[src/rtl/buck_prot_seq.sv]
module buck_prot_seq #(
  parameter int SETUP_TICKS   = 64,
  parameter int UV_WAIT_TICKS = 40000,
  parameter int SS_TICKS      = 2000
) (
  input  logic       clk,
  input  logic       rst_n,
  input  logic       supply_ok,
  input  logic       enable,
  input  logic       ov_flag,
  input  logic       uv_flag,
  input  logic       oc_flag,
  input  logic       ss_done,
  output logic [2:0] mode,
  output logic       sw_en,
  output logic       low_force,
  output logic       ocset_win,
  output logic       hs_off,
  output logic       ls_tristate
);
  localparam int OC_WAIT_TICKS = 4 * SS_TICKS;
  localparam int MAX_A = (SETUP_TICKS > UV_WAIT_TICKS) ? SETUP_TICKS : UV_WAIT_TICKS;
  localparam int MAX_T = (MAX_A > OC_WAIT_TICKS) ? MAX_A : OC_WAIT_TICKS;
  localparam int CW    = $clog2(MAX_T + 1);

  typedef enum logic [2:0] {
    S_OFF = 3'd0, S_SETUP = 3'd1, S_IDLE = 3'd2, S_SOFT = 3'd3,
    S_RUN = 3'd4, S_UVH = 3'd5, S_OCH = 3'd6, S_OVL = 3'd7
  } st_t;

  st_t st, nx;
  logic [CW-1:0] tmr, tmr_nx;

  always_comb begin
    nx     = st;
    tmr_nx = tmr;
    case (st)
      S_OFF:   if (supply_ok) begin nx = S_SETUP; tmr_nx = CW'(SETUP_TICKS - 1); end
      S_SETUP: if (tmr == '0) nx = enable ? S_SOFT : S_IDLE;
               else tmr_nx = tmr - 1'b1;
      S_IDLE:  if (enable) nx = S_SOFT;
      S_SOFT: begin
        if (ov_flag) nx = S_OVL;
        else if (oc_flag) begin nx = S_OCH; tmr_nx = CW'(OC_WAIT_TICKS - 1); end
        else if (!enable) nx = S_IDLE;
        else if (ss_done) nx = S_RUN;
      end
      S_RUN: begin
        if (ov_flag) nx = S_OVL;
        else if (oc_flag) begin nx = S_OCH; tmr_nx = CW'(OC_WAIT_TICKS - 1); end
        else if (uv_flag) begin nx = S_UVH; tmr_nx = CW'(UV_WAIT_TICKS - 1); end
        else if (!enable) nx = S_IDLE;
      end
      S_UVH, S_OCH: if (tmr == '0) nx = enable ? S_SOFT : S_IDLE;
                    else tmr_nx = tmr - 1'b1;
      default: nx = S_OVL;
    endcase
    if (!supply_ok) nx = S_OFF;
  end

  always_ff @(posedge clk or negedge rst_n)
    if (!rst_n) begin
      st  <= S_OFF;
      tmr <= '0;
    end else begin
      st  <= nx;
      tmr <= tmr_nx;
    end

  assign mode        = st;
  assign sw_en       = (st == S_SOFT) || (st == S_RUN);
  assign hs_off      = !sw_en;
  assign ocset_win   = (st == S_SETUP);
  assign ls_tristate = (st == S_SETUP);
  assign low_force   = (st == S_OVL) || ((st == S_OFF) && ov_flag);

  p_off_on_supply_loss_r1: assert property (@(posedge clk) disable iff (!rst_n)
    !supply_ok |=> (mode == 3'd0));
  p_ov_latched_r4: assert property (@(posedge clk) disable iff (!rst_n)
    (mode == 3'd7 && supply_ok) |=> (mode == 3'd7));
  p_gates_exclusive_r4: assert property (@(posedge clk) disable iff (!rst_n)
    sw_en |-> !low_force);
  p_uv_masked_r7: assert property (@(posedge clk) disable iff (!rst_n)
    (mode == 3'd3 && supply_ok && enable && !ov_flag && !oc_flag && !ss_done) |=> (mode == 3'd3));
  p_soft_entry_r10: assert property (@(posedge clk) disable iff (!rst_n)
    (mode == 3'd3 && $past(mode) != 3'd3) |->
      ($past(mode) == 3'd1 || $past(mode) == 3'd2 || $past(mode) == 3'd5 || $past(mode) == 3'd6));
  p_one_drive_r2: assert property (@(posedge clk) disable iff (!rst_n)
    $onehot0({sw_en, low_force, ocset_win}));
endmodule

[config.mk]
export PLATFORM = sky130hd
export DESIGN_NAME = buck_prot_seq
export DESIGN_NICKNAME = d
export VERILOG_FILES = /design/src/rtl/buck_prot_seq.sv
export SDC_FILE = /design/constraint.sdc
export NUM_CORES = 1
export LEC_CHECK = 0
export ABC_AREA = 1
export BUFFER_PORTS_ARGS = -buffer_cell sky130_fd_sc_hd__clkbuf_2
export CAP_MARGIN = 10
export CORE_AREA = 2 2 55 57
export DETAILED_ROUTE_END_ITERATION = 16
export DIE_AREA = 0 0 57 59
export HOLD_SLACK_MARGIN = 0.02
export PLACE_DENSITY = 0.77
export SKIP_LAST_GASP = 1
export SLEW_MARGIN = 20
export SYNTH_ARGS = -nofsm -noshare
export SYNTH_HDL_FRONTEND = slang
export SYNTH_SLANG_ARGS = --single-unit
[constraint.sdc]
create_clock -name clk -period 2.1 [get_ports clk]
set_input_delay 0.105 -clock clk [delete_from_list [all_inputs] [get_ports clk]]
set_output_delay 0.105 -clock clk [all_outputs]
set_load 0.02 [all_outputs]
==> After elaboration in Yosys (flattened, before gate mapping) <==
Index checks and enable logic that the tools add are counted.
{ "word_totals": {"elab_cells": 51, "ff_bits": 19} }
{ "op_classes": {"reduce_logical": 10, "add_sub_neg": 1, "n_mux": 21, "eq_ne": 17} }
{ "ops": {"columns": ["operator", "n"], "rows": [
  ["16-bit 2-to-1 mux", 7],
  ["16-bit one-hot mux with 4 select lines", 1],
  ["3-bit 2-to-1 mux", 11],
  ["16-bit zero test", 1],
  ["16-bit by 1-bit subtractor with 16-bit output, second input constant", 1],
  ["3-bit one-hot mux with 5 select lines", 1],
  ["3-bit equality test, second input constant", 4],
  ["6-bit inequality test, second input constant", 2],
  ["2-bit inequality test, second input constant", 5],
  ["7-bit AND reduction", 1],
  ["3-bit by 2-bit equality test with 1-bit output, second input constant", 2],
  ["3-bit inequality test, second input constant", 2],
  ["4-bit AND reduction", 1],
  ["4-bit nonzero test", 1],
  ["3-bit by 1-bit equality test with 1-bit output, second input constant", 1],
  ["3-bit zero test", 1],
  ["3-bit by 2-bit inequality test with 1-bit output, second input constant", 1],
  ["3-bit OR reduction", 1],
  ["1-bit logical OR", 2],
  ["1-bit logical AND", 1],
  ["1-bit zero test", 1],
  ["1-bit 2-to-1 mux", 1]
]} }

==> Depth between registers and ports, before layout <==
{ "depth": {"depth_word": 6, "mapped_depth": 12} }

==> Least setup slack after synthesis <==
No wires, ideal clock.
{ "synth_path": {"path_type": "reg2reg", "start": "register st[2], in the netlist mode[2]", "end": "register tmr[12]", "arrival_time_ns": 1.482, "n_path_buf": 1, "setup_slack_ns": 0.499, "setup_time_ns": 0.119, "path_stages_with_launch": 9, "path_cell_list": "dfrtp_1 > buf_4 > inv_1 > nand2_4 > nand2_1 > inv_1 > nand3_1 > nor2_1 > nor2_1"} }
{ "synth_between": {"elab_chain_cells": 4, "word_cells_on_any_way": 16, "classes_between": "eq/ne (11); mux (1); reduce/logical (4)"} }
{ "synth_lines": {"columns": ["element", "line", "text"], "rows": [
  ["start: declaration", "31", "st_t st, nx;"],
  ["start signal: assignment", "66", "st <= nx;"],
  ["3-bit by 1-bit equality test with 1-bit output or 3-bit equality test (tied branches)", "37", "case (st)"],
  ["3-bit OR reduction (no source line)", null, null],
  ["2-bit inequality test (no source line) or 4-bit nonzero test (tied branches)", null, null],
  ["7-bit AND reduction (no source line)", null, null],
  ["end signal: assignment", "67", "tmr <= tmr_nx;"],
  ["end: declaration", "32", "logic [CW-1:0] tmr, tmr_nx;"]
]} }
Parallel ways exist; a longest one is shown, timed or not.
A chain may end at the register's enable or synchronous reset.

==> Worst setup path after layout <==
{ "layout_path": {"start": "register st[2], in the netlist mode[2]", "end": "output port hs_off"} }
{ "layout_between": {"elab_chain_cells": 3, "word_cells_on_any_way": 4, "classes_between": "eq/ne (2); reduce/logical (2)"} }
{ "layout_lines": {"columns": ["element", "line", "text"], "rows": [
  ["3-bit by 2-bit equality test with 1-bit output or 3-bit equality test (tied branches)", "71", "assign sw_en = (st == S_SOFT) || (st == S_RUN);"],
  ["1-bit logical OR *", "71", null],
  ["1-bit zero test *", "72", "assign hs_off = !sw_en;"],
  ["end: declaration", "18", "output logic hs_off,"]
]} }
Every way passes the cells marked *; elsewhere a longest branch is shown, timed or not.

==> qor.csv <==
stage,metric,value,unit
drt,wl_per_cell,12.3,µm
cts,clock_sinks,19,
critical_path,arrival,1.70,ns
layout,postLayoutCoreUtil,62.2,%
drt,first_iter_violations,79,
sta,grt_setup_unrepaired,false,
logic_synthesis,syn_area_per_cell,6.37,µm²
cts,cts_resized,0,
global_routing,grt_pass1_vias,1403,
die,die-area,3360,µm²
sta,fin_crit_sh,86.1,%
logic_synthesis,yosys_register_bits,19,
cts,cts_setup_buffers,0,
drt,dr.pass1.iters,5,
critical_path,worstReg2RegStart,mode[2]$_DFFE_PN0P_,
placement,place_inst,288,
critical_path,crit_fanout,9,
pwr,p_per_area,1450,nW/µm²
layout,multiInputGateArea,948,µm²
pwr,peakVddDrop,973,µV
global_routing,grt_max_degree,20,
global_routing,overflow,0,
cts,clk_pin_slew_worst_paths,0.12,ns
sta,setup_viol,0,
worst_hold_path,min_from,supply_ok,
die,start_util,57.8,%
logic_synthesis,ys_types,27,
logic_synthesis,syn_nets,256,
pwr,total_power,2.45,mW
cts,cts_htree_levels,1,
die,die_h,59,µm
layout,diodes,0,
logic_synthesis,netlist_area,1570,µm²
layout,instances_no_fill,293,
sta,max_freq,553,MHz
run_status,status,"complete, no violations",
global_routing,met3_usage,1.75,%
cts,cts_tree,built,
die,ios,16,
global_routing,grt_usage,23.3,%
job,cap_violations,0,
sta,period_needed,1.81,ns
die,row_count,19,
critical_path,crit_path_end_kind,output pin,
drt,drcViolationCount,0,
placement,gp_congestion,0.871,
global_routing,grt_busiest_layer,met2,
cts,cts_buffers,3,
layout,nFillCells,279,
global_routing,grt_pass1_wl,6120,µm
logic_synthesis,postSynthCellCount,246,
critical_path,critPathKind,flop to output pin,
logic_synthesis,yosysWarningCount,0,
placement,port_buffers,15,
layout,seqCellArea,475,µm²
cts,clockBufferDepth,2,
critical_path,critPathRequiredTime,2.00,ns
cts,clk_latency,0.31,ns
global_routing,grt_antenna_before_repair,0,
sta,fin_skew,0.0176,ns
critical_path,startpoint,mode[2]$_DFFE_PN0P_,
critical_path,rrSetupSlack,0.32,ns
die,core,2710,µm²
layout,final_layout_size_suffix_gt1_share,13.4,%
sta,tightest_slew,0.484,ns
pwr,p_leak,0.903,nW
cts,root_buffer,clkbuf_4,
global_routing,met1_usage,32.8,%
drt,routed_via_density,5.38,
worst_hold_path,hold_class,input pin to flop,
drt,wl,3600,µm
layout,area_growth,7.58,%
drt,final_antenna_net_count,0,
sta,maxSlewViolCount,0,
sta,slew_headroom,67.7,%
critical_path,start_kind,flop,
die,dieWidth,57,µm
placement,hpwl,2780,µm
layout,nets,273,
sta,final.setup.tns,0,ns
sta,fin_worst_hold_slack,0.142,ns
drt,route.vias.total,1575,
global_routing,met2_usage,37.9,%
sta,hold_viol,0,
logic_synthesis,seq_area_frac_synth,30.3,%
-- synth_stat cells (all sizes together) --
cell,instances,area [µm²]
o21ai,11,62.6
ha,2,25.0
nor2,40,168
o21bai,1,7.51
nand4,6,37.5
nand3,31,155
xor2,4,35.0
xnor2,2,17.5
a21oi,6,41.3
inv,27,101
o31ai,1,7.51
dfrtp,19,475
nor3,3,15.0
buf,5,42.5
and2,1,6.26
nand2,87,370
-- timing repair --
item	CTS	global route
hold buffers	1	0
hold endpoints to repair	19	0
setup endpoints to repair	0	0
-- stage by stage --
stage | setup WS [ns] | area (µm²)
floorplan | 0.499 | 1570
global placement | 0.393 | 1650
CTS | 0.314 | 1690
finish | 0.292 | 1690
detailed placement | 0.394 | 1650
global route | 0.169 | 1690
-- cell type report --
cell class,count,share of cell area [%]
Tap cell,31,2.30
Timing Repair Buffer,17,5.49
Sequential cell,19,28.2
Clock buffer,3,1.34
Multi-Input combinational cell,195,56.2
Inverter,27,6.01
Clock inverter,1,0.445
-- cell usage in the layout, fill, tap and decap left out, types with 2 or more instances in the layout --
cell type	Yosys	final
nand3_1	31	31
a21oi_1	5	5
inv_1	24	24
nand2_4	3	3
xor2_1	4	4
inv_2	3	3
clkbuf_4	0	3
nor3_1	3	3
clkbuf_2	0	15
nor2_1	37	37
o21ai_2	2	2
dfrtp_1	19	19
ha_1	2	2
xnor2_1	2	2
nand2_2	2	2
nand2_1	81	81
nor2_4	2	2
o21ai_0	8	8
nand4_1	6	6
-- where the power goes --
| part | switching (mW) | internal, mW |
|---|---|---|
| sequential | 0.180 | 0.499 |
| clock | 0.120 | 0.0726 |
| combinational | 1.07 | 0.503 |
-- cell families (layout without fill, tap and decap cells) --
| kind of cell | after synthesis | count (layout) | synth area share, % |
|---|---|---|---|
| AOI/OAI and AO/OA | 19 | 19 | 7.58 |
| DFF | 19 | 19 | 30.3 |
| adders and majority gates | 2 | 2 | 1.60 |
| buffers and inverters | 32 | 48 | 9.18 |
| xor gates and xnor gates | 6 | 6 | 3.35 |
| and+or+nand+nor | 168 | 168 | 48.0 |
-- final timing paths --
| kind | end | depth (start not counted) |
|---|---|---|
| max reg2reg | tmr[9]$_DFFE_PN0P_ | 8 |
| min | mode[2]$_DFFE_PN0P_ | 5 |
| min reg2reg | tmr[14]$_DFFE_PN0P_ | 2 |
| max | hs_off | 5 |
| min in group asynchronous | tmr[13]$_DFFE_PN0P_ | 2 |
| max in group asynchronous | tmr[10]$_DFFE_PN0P_ | 2 |
-- metal layers --
metal  vias up  part of all wire [%]  wire length (µm)
li1        816                     -                 -
met1       704                    48              1710
met2        49                    45              1630
met3         6                   5.5               197
met4         0                   1.5                53
met5         -                     0                 0
-- state kept, by name (all words and copies together), names as in the netlist --
signal  flops
tmr        16
mode        3
-- critical path, cell delays in order, from the launching register on --
cell and delay [ns]:
dfrtp_1 0.59, inv_1 0.20, nand2_4 0.19, nand2_1 0.13
inv_1 0.11, clkbuf_2 0.17
(Power assumes the default switching activity.)
